`config.mk`:
```
export PLATFORM = sky130hd
export DESIGN_NAME = secded_ram
export DESIGN_NICKNAME = d
export VERILOG_FILES = /design/src/rtl/secded_pkg.sv /design/src/rtl/secded_enc.sv /design/src/rtl/secded_dec.sv /design/src/rtl/secded_store.sv /design/src/rtl/secded_ram.sv
export SDC_FILE = /design/constraint.sdc
export NUM_CORES = 1
export LEC_CHECK = 0
export ABC_AREA = 1
export ABC_CLOCK_PERIOD_IN_PS = 4200
export BUFFER_PORTS_ARGS = -buffer_cell sky130_fd_sc_hd__buf_4
export CAP_MARGIN = 20
export CORE_ASPECT_RATIO = 0.5
export CORE_MARGIN = 2
export CORE_UTILIZATION = 60
export DETAILED_ROUTE_END_ITERATION = 6
export PLACE_DENSITY_LB_ADDON = 0.15
export SKIP_CTS_REPAIR_TIMING = 1
export SYNTH_ARGS = -nofsm -noshare
export SYNTH_HDL_FRONTEND = slang
export SYNTH_SLANG_ARGS = --single-unit
export TNS_END_PERCENT = 20
```
`constraint.sdc`:
```
create_clock -name clk -period 4.2 [get_ports clk]
set_input_delay 0.21 -clock clk [delete_from_list [all_inputs] [get_ports clk]]
set_output_delay 0.21 -clock clk [all_outputs]
set_load 0.02 [all_outputs]
```
`src/rtl/secded_pkg.sv`:
```
package secded_pkg;
    localparam int DATA_W = 32;
    localparam int HAM_W  = 6;
    localparam int CHK_W  = HAM_W + 1;
    localparam int CODE_N = DATA_W + HAM_W;

    localparam logic [3:0] KEY_ON  = 4'hA;
    localparam logic [3:0] KEY_OFF = 4'h5;

    typedef enum logic [1:0] {SEL_DATA, SEL_CHECK, SEL_REG} rsel_e;

    function automatic logic key_valid(input logic [3:0] k);
        return (k == KEY_ON) || (k == KEY_OFF);
    endfunction

    // syndrome bits: data occupies the non-power-of-two positions 3..38
    function automatic logic [HAM_W-1:0] ham_bits(input logic [DATA_W-1:0] d);
        logic [HAM_W-1:0] h;
        int k;
        h = '0;
        k = 0;
        for (int p = 1; p <= CODE_N; p++) begin
            if ((p & (p - 1)) != 0) begin
                for (int i = 0; i < HAM_W; i++)
                    if (p[i]) h[i] = h[i] ^ d[k];
                k++;
            end
        end
        return h;
    endfunction

    function automatic logic [DATA_W-1:0] flip_at(input logic [DATA_W-1:0] d,
                                                  input logic [HAM_W-1:0] pos);
        logic [DATA_W-1:0] r;
        int k;
        r = d;
        k = 0;
        for (int p = 1; p <= CODE_N; p++) begin
            if ((p & (p - 1)) != 0) begin
                if (p == int'(pos)) r[k] = ~r[k];
                k++;
            end
        end
        return r;
    endfunction
endpackage

```
`src/rtl/secded_enc.sv`:
```
module secded_enc
    import secded_pkg::*;
(
    input  logic [DATA_W-1:0] data,
    output logic [CHK_W-1:0]  check
);
    logic [HAM_W-1:0] ham;
    always_comb begin
        ham   = ham_bits(data);
        check = {(^data) ^ (^ham), ham};
    end
endmodule

```
`src/rtl/secded_dec.sv`:
```
module secded_dec
    import secded_pkg::*;
(
    input  logic [DATA_W-1:0] data,
    input  logic [CHK_W-1:0]  check,
    output logic [DATA_W-1:0] fixed,
    output logic              single,
    output logic              double
);
    logic [HAM_W-1:0] syn;
    logic             perr;
    logic             in_range;
    always_comb begin
        syn      = ham_bits(data) ^ check[HAM_W-1:0];
        perr     = ^{data, check};
        in_range = int'(syn) <= CODE_N;
        single   = perr && in_range;
        double   = (!perr && syn != '0) || (perr && !in_range);
        fixed    = single ? flip_at(data, syn) : data;
    end
endmodule

```
`src/rtl/secded_store.sv`:
```
module secded_store
    import secded_pkg::*;
#(
    parameter int DEPTH = 16,
    localparam int AW   = $clog2(DEPTH)
)(
    input  logic              clk,
    input  logic              rd_en,
    input  logic [AW-1:0]     idx,
    input  logic              data_we,
    input  logic [DATA_W-1:0] wdata,
    input  logic              check_we,
    input  logic [CHK_W-1:0]  wcheck,
    output logic [DATA_W-1:0] rdata_q,
    output logic [CHK_W-1:0]  rcheck_q
);
    logic [DATA_W-1:0] data_mem  [DEPTH];
    logic [CHK_W-1:0]  check_mem [DEPTH];

    always_ff @(posedge clk) begin
        if (data_we)  data_mem[idx]  <= wdata;
        if (check_we) check_mem[idx] <= wcheck;
        if (rd_en) begin
            rdata_q  <= data_mem[idx];
            rcheck_q <= check_mem[idx];
        end
    end
endmodule

```
`src/rtl/secded_ram.sv`:
```
module secded_ram
    import secded_pkg::*;
#(
    parameter int DEPTH = 16,
    localparam int AW   = $clog2(DEPTH)
)(
    input  logic        clk,
    input  logic        rst_n,
    input  logic        req_valid,
    input  logic        req_write,
    input  logic [11:0] req_addr,
    input  logic [31:0] req_wdata,
    output logic        rsp_valid,
    output logic [31:0] rsp_rdata,
    output logic        evt_sbe,
    output logic        evt_dbe
);
    typedef struct packed {
        logic [3:0]  det;
        logic        test;
        logic [3:0]  corr;
        logic [3:0]  sbe_key;
        logic [3:0]  diag;
        logic        st_sbe;
        logic        st_dbe;
        logic        st_key;
        logic [AW-1:0] err_idx;
        logic        rsp_v;
        rsel_e       rsel;
        logic [31:0] reg_rd;
    } state_t;

    state_t s_q, s_d;

    logic              wr, rd, in_data, in_check, in_reg, clr;
    logic [AW-1:0]     idx;
    logic              data_we, check_we, rd_en;
    logic [CHK_W-1:0]  enc_check, wcheck;
    logic [DATA_W-1:0] mem_data, dec_fixed;
    logic [CHK_W-1:0]  mem_check;
    logic              dec_single, dec_double;
    logic              chk_on, sbe_hit, dbe_hit;
    logic              sbe_flag, dbe_flag;
    logic              unused_bits;

    assign unused_bits = ^{req_addr[9:AW+2], req_addr[1:0]};

    always_comb begin
        wr       = req_valid && req_write;
        rd       = req_valid && !req_write;
        in_data  = req_addr[11:10] == 2'b00;
        in_check = req_addr[11:10] == 2'b01;
        in_reg   = req_addr[11:10] == 2'b10;
        idx      = req_addr[AW+1:2];
        chk_on   = s_q.det == KEY_ON;
        data_we  = wr && in_data;
        check_we = (wr && in_data && chk_on) ||
                   (wr && in_check && s_q.test && s_q.diag == KEY_OFF);
        wcheck   = in_data ? enc_check : req_wdata[CHK_W-1:0];
        rd_en    = rd && (in_data || in_check);
        clr      = wr && in_reg && req_addr[3:2] == 2'd2;
    end

    secded_enc u_enc (.data(req_wdata), .check(enc_check));

    secded_store #(.DEPTH(DEPTH)) u_store (
        .clk(clk), .rd_en(rd_en), .idx(idx),
        .data_we(data_we), .wdata(req_wdata),
        .check_we(check_we), .wcheck(wcheck),
        .rdata_q(mem_data), .rcheck_q(mem_check)
    );

    secded_dec u_dec (
        .data(mem_data), .check(mem_check), .fixed(dec_fixed),
        .single(dec_single), .double(dec_double)
    );

    // response side
    always_comb begin
        sbe_hit   = s_q.rsp_v && s_q.rsel == SEL_DATA && chk_on && dec_single;
        dbe_hit   = s_q.rsp_v && s_q.rsel == SEL_DATA && chk_on && dec_double;
        rsp_valid = s_q.rsp_v;
        evt_sbe   = sbe_hit && s_q.sbe_key == KEY_ON;
        evt_dbe   = dbe_hit;
        case (s_q.rsel)
            SEL_DATA:  rsp_rdata = (chk_on && s_q.corr == KEY_ON) ? dec_fixed : mem_data;
            SEL_CHECK: rsp_rdata = {{(32-CHK_W){1'b0}}, mem_check};
            default:   rsp_rdata = s_q.reg_rd;
        endcase
        sbe_flag = s_q.st_sbe;
        dbe_flag = s_q.st_dbe;
    end

    // next state
    always_comb begin
        s_d       = s_q;
        s_d.rsp_v = rd;
        s_d.rsel  = in_data ? SEL_DATA : ((in_check && s_q.test) ? SEL_CHECK : SEL_REG);
        s_d.reg_rd = '0;
        if (in_reg) begin
            case (req_addr[3:2])
                2'd0: s_d.reg_rd = {4'b0, s_q.sbe_key, 4'b0, s_q.corr,
                                    7'b0, s_q.test, 4'b0, s_q.det};
                2'd1: s_d.reg_rd = {28'b0, s_q.diag};
                2'd2: s_d.reg_rd = {29'b0, s_q.st_key, s_q.st_dbe, s_q.st_sbe};
                default: s_d.reg_rd = 32'(s_q.err_idx);
            endcase
        end

        s_d.st_sbe = (s_q.st_sbe && !(clr && req_wdata[0])) || sbe_hit;
        s_d.st_dbe = (s_q.st_dbe && !(clr && req_wdata[1])) || dbe_hit;
        s_d.st_key = s_q.st_key && !(clr && req_wdata[2]);
        if ((sbe_hit || dbe_hit) && !(s_q.st_sbe || s_q.st_dbe))
            s_d.err_idx = mem_idx_q;

        if (wr && in_reg && req_addr[3:2] == 2'd0) begin
            s_d.det     = req_wdata[3:0];
            s_d.test    = req_wdata[8];
            s_d.corr    = req_wdata[19:16];
            s_d.sbe_key = req_wdata[27:24];
            if (!key_valid(req_wdata[3:0]) || !key_valid(req_wdata[19:16]) ||
                !key_valid(req_wdata[27:24]))
                s_d.st_key = 1'b1;
        end
        if (wr && in_reg && req_addr[3:2] == 2'd1) begin
            s_d.diag = req_wdata[3:0];
            if (!key_valid(req_wdata[3:0])) s_d.st_key = 1'b1;
        end
    end

    logic [AW-1:0] mem_idx_q;
    always_ff @(posedge clk or negedge rst_n) begin
        if (!rst_n) mem_idx_q <= '0;
        else if (rd_en) mem_idx_q <= idx;
    end

    always_ff @(posedge clk or negedge rst_n) begin
        if (!rst_n) begin
            s_q         <= '0;
            s_q.det     <= KEY_OFF;
            s_q.corr    <= KEY_ON;
            s_q.sbe_key <= KEY_OFF;
            s_q.diag    <= KEY_ON;
            s_q.rsel    <= SEL_REG;
        end else begin
            s_q <= s_d;
        end
    end
endmodule


```
; After elaboration in Yosys (flattened, before gate mapping)
; Memories as Yosys holds them, arrays and structs flattened. A register that Yosys moved wholly into a read port is not among the register bits.
; Cells that the tools add are included.
[classes]
n_lt_le_gt_ge = 1
n_eq_ne = 47
muxes = 48
bitwise_logic = 202
reduce_logical = 58
[op_table]
columns = operator, n
row1 = 1-bit bitwise XOR, 169
row2 = 6-bit == test (first input constant), 21
row3 = 32-bit two-way mux, 3
row4 = 28-bit case mux with 3 select lines, 1
row5 = 32-bit case mux with 2 select lines, 1
row6 = 28-bit two-way mux, 2
row7 = 5-bit by 6-bit == test with 1-bit output (first input constant), 7
row8 = 39-bit parity, 1
row9 = 1-bit NOT, 32
row10 = 32-bit parity, 1
row11 = 31-bit two-way mux, 1
row12 = 30-bit two-way mux, 1
row13 = 1-bit logical AND, 29
row14 = 29-bit two-way mux, 1
row15 = 27-bit two-way mux, 1
row16 = 26-bit two-way mux, 1
row17 = 25-bit two-way mux, 1
row18 = 4-bit == test (second input constant), 6
row19 = 24-bit two-way mux, 1
row20 = 23-bit two-way mux, 1
row21 = 22-bit two-way mux, 1
row22 = 21-bit two-way mux, 1
row23 = 20-bit two-way mux, 1
row24 = 19-bit two-way mux, 1
row25 = 30 further kinds, 71
[totals]
register_bits = 63
mem_bits_rw = 624
inputBits = 48
output_inout_bits = 35
elab_cells = 371
n_memories = 2
[memory_table]
columns = name, depth, word_bits, rd, rd_clocked_by_memory_dff, wr, line_no
row1 = u_store.data_mem, 16, 32, 1, 1, 1, secded_store.sv:17  ; logic [DATA_W-1:0] data_mem [DEPTH];
row2 = u_store.check_mem, 16, 7, 1, 1, 1, secded_store.sv:18  ; logic [CHK_W-1:0] check_mem [DEPTH];

; Depth between registers and ports, before layout
; Gate-level depths: netlist (run 1).
[depth]
word_depth = 54
ltp_mapped = 23
ltp_nobuf = 22

; By module
; From an unflattened synthesis (run 1), not the netlist that was laid out.
[hier_totals]
cells_unflattened = 3989
area_unflattened_um2 = 34968.5
[modules_own_cells]
columns = module, instances, cells_each, area_each_um2
row1 = secded_store, 1, 2589, 27505.1
row2 = secded_dec, 1, 665, 2991.6
row3 = secded_ram, 1, 425, 2895.3
row4 = secded_enc, 1, 310, 1576.5

; Worst setup path after synthesis (run 1)
; No wires, ideal clock.
[synth_timing]
path_type = input to register
start = input port req_addr[3]
end = memory u_store.data_mem[2][0] (enable)
setup_ps = 461
arrival_ps = 3878
required_time_ps = 3739
setup_slack_ps = -139
stages = 7
path_buffers = 3
path_cell_list = clkbuf_1 > inv_1 > nor2_1 > clkbuf_1 > clkbuf_1 > clkinv_1 > nor3_1
[synth_rtl]
columns = element, line_no
row1 = start: declaration, secded_ram.sv:11  ; input logic [11:0] req_addr,
row2 = end: declaration, secded_store.sv:17
; Straight into the memory's write port.

; Worst setup path in the final report (run 1)
[layout_timing]
start = register u_store.rdata_q[7], read port of u_store.data_mem
end = output port rsp_rdata[9]
[layout_via]
elab_chain_len = 43
[layout_lines]
columns = element, line_no
row1 = start: declaration, secded_store.sv:14  ; output logic [DATA_W-1:0] rdata_q,
row2 = 1-bit bitwise XOR (15 in a row), secded_pkg.sv:25  ; if (p[i]) h[i] = h[i] ^ d[k];
row3 = 6-bit bitwise XOR, secded_dec.sv:14  ; syn = ham_bits(data) ^ check[HAM_W-1:0];
row4 = 5-bit by 6-bit == test with 1-bit output, secded_pkg.sv:40  ; if (p == int'(pos)) r[k] = ~r[k];
row5 = 10-bit two-way mux, secded_pkg.sv:40
row6 = 11-bit two-way mux, secded_pkg.sv:40
row7 = 12-bit two-way mux, secded_pkg.sv:40
row8 = 13-bit two-way mux, secded_pkg.sv:40
row9 = 14-bit two-way mux, secded_pkg.sv:40
row10 = [... 13 more ...], --
row11 = 28-bit two-way mux, secded_pkg.sv:40
row12 = 29-bit two-way mux, secded_pkg.sv:40
row13 = 30-bit two-way mux, secded_pkg.sv:40
row14 = 31-bit two-way mux, secded_pkg.sv:40
row15 = 32-bit two-way mux, secded_pkg.sv:40
row16 = 32-bit two-way mux (*), secded_dec.sv:19  ; fixed = single ? flip_at(data, syn) : data;
row17 = 32-bit two-way mux (*), secded_ram.sv:86  ; SEL_DATA: rsp_rdata = (chk_on && s_q.corr == KEY_ON) ? dec_fixed : mem_data;
row18 = 32-bit case mux with 2 select lines (*), secded_ram.sv:85  ; case (s_q.rsel)
row19 = end: declaration, secded_ram.sv:14  ; output logic [31:0] rsp_rdata,
; Every way passes the cells marked *; elsewhere a longest branch is shown, timed or not.

==> flow_metrics.env, run 1 <==
export IMPL_antenna_found_initial=4
export IMPL_met3_usage_pct=6.441
export IMPL_crit_type="reg2out"
export IMPL_drive_gt1_share_pct=11.16
export IMPL_whs_ns=0.006595
export IMPL_final_nets=2629
export IMPL_crit_top_cell="nand2_1"
export IMPL_worst_pin_slew_ns=1.079
export IMPL_core_mm2=0.04900
export IMPL_ys_ff_latch=707
export IMPL_required_ns=3.99
export IMPL_dp_hpwl_um=47570
export IMPL_drt_pass1_iterations=6
export IMPL_syn_instance_count=2462
export IMPL_worst_slack_ns=0.3796
export IMPL_ys_warn_count=0
export IMPL_wl_um=81300
export IMPL_hold_violations=0
export IMPL_synthSimpleGateAreaFrac_pct=14.50
export IMPL_synth_compound_area_share_pct=8.289
export IMPL_syn_area_per_cell_um2=12.22
export IMPL_max_stage_delay_ns=0.42
export IMPL_cp_slowest_cell="edfxtp_1"
export IMPL_drc=0
export IMPL_grt_overflow=0
export IMPL_num_rows=57
export IMPL_die_area_mm2=0.05206
export IMPL_cts_buffer_depth=3
export IMPL_die_w_um=320.7
export IMPL_synth_fp_nets=2522
export IMPL_fin_crit_sh_pct=90.96
export IMPL_cts_buffers=57
export IMPL_max_cap_violations=0
export IMPL_fin_crit_ns=3.820
export IMPL_ir_drop_uv=314.1
export IMPL_drt_iter0_markers=2920
export IMPL_report_final_slew_viol_count=0
export IMPL_critPathMaxFanout=16
export IMPL_powerDensity_mw_per_mm2=432.5
export IMPL_cts_sinks=707
export IMPL_slew_headroom_pct=27.52
export IMPL_use_met2_pct=45.46
export IMPL_vias_per_cell=6.315
export IMPL_status="finished clean"
export IMPL_clock_latency_ns=0.62
export IMPL_grt_pass1_wl_um=119300
export IMPL_wl_per_cell_um=24.89
export IMPL_netlist_area_mm2=0.03009
export IMPL_grt_max_degree=162
export IMPL_gp_congestion=0.9253
export IMPL_fin_skew_ns=0.04352
export IMPL_dp_slack_ns=1.049
export IMPL_synth_xor_area_share_pct=3.219
export IMPL_synth_seq_area_share_pct=69.87
export IMPL_ys_types=41
export IMPL_busiest_layer="met1"
export IMPL_grt_usage_pct=31.11
export IMPL_vias=20630
export IMPL_grt_pass1_vias=18980
export IMPL_cp_arrival_ns=3.61
export IMPL_grt_use_met1_pct=47.73
export IMPL_cts_root_buf="clkbuf_16"
export IMPL_synth_area_mux_share_pct=0
export IMPL_endpoint_kind="output pin"
export IMPL_hold_class="in2reg"
export IMPL_io_pins=83
export IMPL_syn_to_final_growth_pct=12.10
export IMPL_clk_pin_slew_ns=0.07
export IMPL_p_leak_uw=0.01191
export IMPL_port_buffers=76
export IMPL_initial_core_util_pct=61.40
export IMPL_synth_top_family_by_area="simple AND/OR/NAND/NOR gates"
export IMPL_max_freq_mhz=261.8
export IMPL_cts_tree="done"
export IMPL_synth_adder_area_share_pct=0.4991
export IMPL_setup_viol=0
export IMPL_h_tree_depth=2
export IMPL_fin_util_pct=68.83
export IMPL_die_h_um=162.3
export IMPL_rsz0062_at_grt="false"
export IMPL_path_cells="inv_1 > nand2_2 > nand2_1 > inv_1 > nand2_1 > nand2_1 > xor2_1 > nand2_1 > nand2_1 > nand2_1 > nand2_1 > nand2_1 > nand2_2 > nand2_2 > o21ai_0 > nor3b_1 > buf_4"
export IMPL_start_kind="register"
export IMPL_antenna_left=0
## final timing paths
path,cells past startpoint,from,endpoint,slack [ns]
max reg2reg,6,s_q[58],u_store.check_mem[9][5],1.33
min reg2reg,2,s_q[46],s_q[46],0.49
min,3,req_addr[5],mem_idx_q[3],0.007
min in group asynchronous,2,rst_n,s_q[47],0.16
max,17,u_store.rdata_q[7],rsp_rdata[9],0.38
max in group asynchronous,2,rst_n,s_q[54],3.66
## through the flow
step | setup TNS [ns] | cell area [µm²] | cells | power [µW]
2_1_floorplan | -19.30 | 30090 | 2462 | 8976
3_3_place_gp | 0 | 31570 | 3119 | 9509
3_5_place_dp | 0 | 31580 | 3121 | 9550
4_1_cts | 0 | 33340 | 3227 | 14560
5_1_grt | 0 | 33720 | 3266 | 15040
6_report | 0 | 33720 | 3266 | 14590
## cell usage in the layout, fill, tap and decap left out, types with 3 or more instances in the layout
master / instances
dfstp_2: 9
a22oi_1: 156
nor2_1: 67
inv_1: 128
xor2_1: 44
or4_1: 39
nor2_4: 3
clkinvlp_4: 4
clkbuf_16: 57
buf_4: 132
nand2_2: 18
edfxtp_1: 663
clkinv_1: 22
o211ai_1: 4
xnor2_2: 3
dlygate4sd3_1: 38
clkbuf_1: 11
a31oi_1: 156
dfrtp_1: 35
nor3_1: 34
nor3_2: 17
bufinv_16: 3
o21ai_1: 4
a21oi_1: 4
clkinv_2: 8
inv_2: 20
nand3b_1: 3
nand4_1: 24
xnor2_1: 61
nand2_1: 528
buf_12: 4
nor3b_1: 3
ha_1: 12
o21ai_0: 45
nand3_1: 238
## synthesized netlist by cell type
cell / number / area, µm²
dfstp_2: 9 / 236.5
nor4_4: 1 / 21.27
buf_1: 6 / 22.52
nor3_1: 50 / 250.2
nand2_1: 529 / 1986
buf_2: 9 / 45.04
ha_1: 12 / 150.1
xor2_1: 44 / 385.4
clkbuf_2: 1 / 5.000
nor2_1: 70 / 262.8
dfrtp_1: 35 / 875.8
nor3b_1: 3 / 22.52
a22o_1: 2 / 17.52
o221ai_1: 1 / 8.760
a31oi_1: 156 / 975.9
buf_6: 1 / 11.26
nand3b_1: 3 / 22.52
clkinv_1: 4 / 15.01
xnor2_2: 3 / 48.80
inv_1: 132 / 495.5
edfxtp_1: 663 / 19910
a22oi_1: 156 / 1171
clkbuf_1: 108 / 405.4
or4_1: 39 / 292.8
o211ai_1: 4 / 30.03
nor4_1: 1 / 6.260
xnor2_1: 61 / 534.3
nand2_2: 17 / 106.4
nand3_1: 238 / 1191
nor2_2: 2 / 12.51
nor3_2: 1 / 10.01
buf_4: 4 / 30.03
o21ai_1: 2 / 10.01
nand3_4: 1 / 17.52
a21oi_1: 4 / 20.02
a21oi_4: 1 / 16.27
inv_2: 16 / 60.06
o2111ai_1: 1 / 8.760
o21ai_0: 47 / 235.2
nand4_1: 24 / 150.1
nand3_2: 1 / 10.01
## cell type report
cell class	instances	area [µm²]
well taps	649	812.0
clock inverters	38	292.8
multi-input cells	1474	8079
inverters	152	570.5
flip-flops and latches	707	21020
clock buffers	68	1468
fillers	3419	15270
diodes	1	2.502
repair buffers	177	1479
## layer usage
layer	routed length, µm	up-vias	share of wire [%]
li1	-	9208	-
met1	33850	9912	42
met2	35070	1325	43
met3	10210	177	13
met4	2150	4	2.6
met5	18	-	0.022
## logic make-up (layout without fill, tap and decap cells)
| logic type | count (synthesis) | count (layout) |
|---|---|---|
| DFF | 707 | 707 |
| other | 0 | 1 |
| and+or+nand+nor | 980 | 980 |
| adders and majority gates | 12 | 12 |
| buffers and inverters | 281 | 435 |
| AOI/OAI and AO/OA | 374 | 374 |
| xor gates and xnor gates | 108 | 108 |
## registers in the layout (all words and copies together), names as in the netlist
register and cells:
u_store.data_mem 512, u_store.check_mem 112, s_q 37, u_store.rdata_q 32
u_store.rcheck_q 7, mem_idx_q 4, dbe_flag 1, rsp_valid 1
sbe_flag 1
## worst max-delay path: cells and delay by family, from the launching register on
| kind | cells | cell delay [ns] |
|---|---|---|
| AOI/OAI and AO/OA | 1 | 0.18 |
| xor gates and xnor gates | 1 | 0.33 |
| buffers and inverters | 3 | 0.47 |
| DFF | 1 | 0.42 |
| and+or+nand+nor | 12 | 1.58 |
## where the power goes
| part | switching (µW) | internal, µW |
|---|---|---|
| clock network | 2420 | 2690 |
| logic | 1100 | 462 |
| registers | 58.6 | 7850 |
(Power assumes the default switching activity.)
==> run 2, diff against run 1 <==
--- a/config.mk
+++ b/config.mk
@@ -13,7 +13,7 @@
 export CORE_MARGIN = 2
 export CORE_UTILIZATION = 60
 export DETAILED_ROUTE_END_ITERATION = 6
-export PLACE_DENSITY_LB_ADDON = 0.15
+export PLACE_DENSITY = 0.77
 export SKIP_CTS_REPAIR_TIMING = 1
 export SYNTH_ARGS = -nofsm -noshare
 export SYNTH_HDL_FRONTEND = slang
==> run 2 against run 1 <==
Net effect:
- the run now ends with hold timing left
- die area unchanged
- largest cell class unchanged
- sequential share of layout area hardly changed
- first-iteration DRC count is 5.7% higher
==> flow_metrics.env, run 2 (synthesized netlist as in run 1, its figures left out) <==
export IMPL_status="finished with violations"
export IMPL_violations="hold timing"
export IMPL_whs_ns=-0.008631
export IMPL_hold_class="in2reg"
export IMPL_core_mm2=0.04900
export IMPL_hold_start="req_addr[10]"
export IMPL_max_freq_mhz=256.1
export IMPL_layout_common_cells="663 x edfxtp_1, 528 x nand2_1, 238 x nand3_1"
export IMPL_fin_skew_ns=0.02412
export IMPL_p_leak_uw=0.01191
export IMPL_report_final_slew_viol_count=0
export IMPL_dp_hpwl_um=47590
export IMPL_vias_per_cell=6.319
export IMPL_drc=0
export IMPL_top_regs="u_store.data_mem: 512 flops, u_store.check_mem: 112 flops, s_q: 37 flops"
export IMPL_port_buffers=76
export IMPL_syn_to_final_growth_pct=12.03
export IMPL_hold_depth=4
export IMPL_clock_latency_ns=0.60
export IMPL_num_rows=57
export IMPL_mostFrequentLayoutCell="edfxtp_1"
export IMPL_crit_family="simple AND/OR/NAND/NOR gates"
export IMPL_gp_congestion=0.9587
export IMPL_r2r_slack_ns=1.41
export IMPL_fin_crit_sh_pct=92.97
export IMPL_cts_buffer_depth=3
export IMPL_regMostFlops="u_store.data_mem"
export IMPL_grt_overflow=0
export IMPL_largest_register_ff_count=512
export IMPL_highest_layer="met5"
export IMPL_cp_arrival_ns=3.69
export IMPL_whs_endpoint="s_q[3]"
export IMPL_grt_usage_pct=30.62
export IMPL_critical_path_buf_inv_count=2
export IMPL_antenna_found_initial=5
export IMPL_powerDensity_mw_per_mm2=433.7
export IMPL_rsz0062_at_grt="false"
export IMPL_cts_root_buf="clkbuf_16"
export IMPL_wl_per_cell_um=24.30
export IMPL_worstReg2RegEnd="u_store.check_mem[11][3]"
export IMPL_cp_slowest_cell="edfxtp_1"
export IMPL_wl_met2_um=35430
export IMPL_setup_viol=0
export IMPL_grt_max_degree=120
export IMPL_grt_pass1_wl_um=118100
export IMPL_rr_startpoint="s_q[56]"
export IMPL_endpoint_kind="output pin"
export IMPL_final_area_mm2=0.03370
export IMPL_power_total_uw=14620
export IMPL_h_tree_depth=2
export IMPL_worst_pin_slew_ns=1.043
export IMPL_critPathMaxFanout=15
export IMPL_crit_top_cell="nand2_1"
export IMPL_cts_sinks=707
export IMPL_hold_violations=10
export IMPL_clk_pin_slew_ns=0.07
export IMPL_io_pins=83
export IMPL_initial_core_util_pct=61.40
export IMPL_max_stage_delay_ns=0.54
export IMPL_final_nets=2626
export IMPL_slew_headroom_pct=29.91
export IMPL_crit_type="reg2out"
export IMPL_wl_um=79270
export IMPL_required_ns=3.99
export IMPL_cts_buffers=57
export IMPL_die_area_mm2=0.05206
export IMPL_fin_util_pct=68.79
export IMPL_vias=20610
export IMPL_cts_tree="done"
export IMPL_drt_iter0_markers=3086
export IMPL_path_cells="xnor2_1 > nand2_1 > nand2_1 > xor2_1 > nand3_1 > nand2_1 > inv_1 > nand3_1 > nand2_1 > nand2_2 > nand2_2 > o21ai_0 > nor3b_1 > buf_4"
export IMPL_die_h_um=162.3
export IMPL_met1Wirelength_um=31840
export IMPL_crit_path_start="u_store.rdata_q[10]"
export IMPL_ir_drop_uv=372.3
export IMPL_reg2regPathDepth=6
export IMPL_max_cap_violations=0
export IMPL_antenna_left=0
export IMPL_fin_setup_tns_ns=0
export IMPL_dpl_instance_area_mm2=0.03157
export IMPL_die_w_um=320.7
export IMPL_grt_pass1_vias=19450
export IMPL_dr_wl_met3_um=10090
export IMPL_fin_crit_ns=3.905
export IMPL_drt_pass1_iterations=6
export IMPL_drive_gt1_share_pct=11.22
export IMPL_start_kind="register"
-- run 2: metal layers --
layer  global-route usage (%)  up-vias
met3                    6.752      158
li1                         -     9210
met2                    46.22     1324
met4                    8.472        2
met5                        0        -
met1                    45.52     9917
-- run 2: worst reg2reg max path, cell delays in order, from the launching register on --
cell and delay [ns]:
dfrtp_1 0.37, nand2_1 0.07, nor3_1 0.30, inv_1 0.20
o21ai_0 0.28, inv_1 0.31, nor3_1 0.88
-- run 2: layout make-up --
type | count | area [µm²]
clock buffer | 75 | 1524
sequential | 707 | 21020
clock inverter | 30 | 256.5
antenna | 1 | 2.502
fill | 3317 | 15290
multi-input combinational | 1474 | 8079
timing repair buffer | 174 | 1439
tap | 649 | 812.0
inverter | 152 | 570.5
-- run 2: worst max-delay path by stage --
stage,endpoint,depth (start not counted),slack (ns)
final,rsp_rdata[9],14,0.30
after global routing,rsp_rdata[7],14,0.04
after CTS,rsp_rdata[9],14,0.33
after detailed placement,u_store.check_mem[12][5],5,0.87
after global placement,u_store.check_mem[12][5],5,0.99
after floorplan,u_store.data_mem[2][0],7,-0.14
-- run 2: stage by stage --
| stage | setup slack, ns | cells |
|---|---|---|
| finish | 0.2953 | 3262 |
| global route | 0.03922 | 3261 |
| CTS | 0.3270 | 3225 |
| detailed placement | 0.8670 | 3120 |
| global placement | 0.9858 | 3120 |
| floorplan | -0.1387 | 2462 |
-- run 2: where the power goes --
group / internal, µW / leakage (µW) / switching, µW
clock network: 2800 / 0.000871 / 2370
registers: 7850 / 0.00654 / 60.8
logic: 458 / 0.00450 / 1070
total: 11100 / 0.0119 / 3510
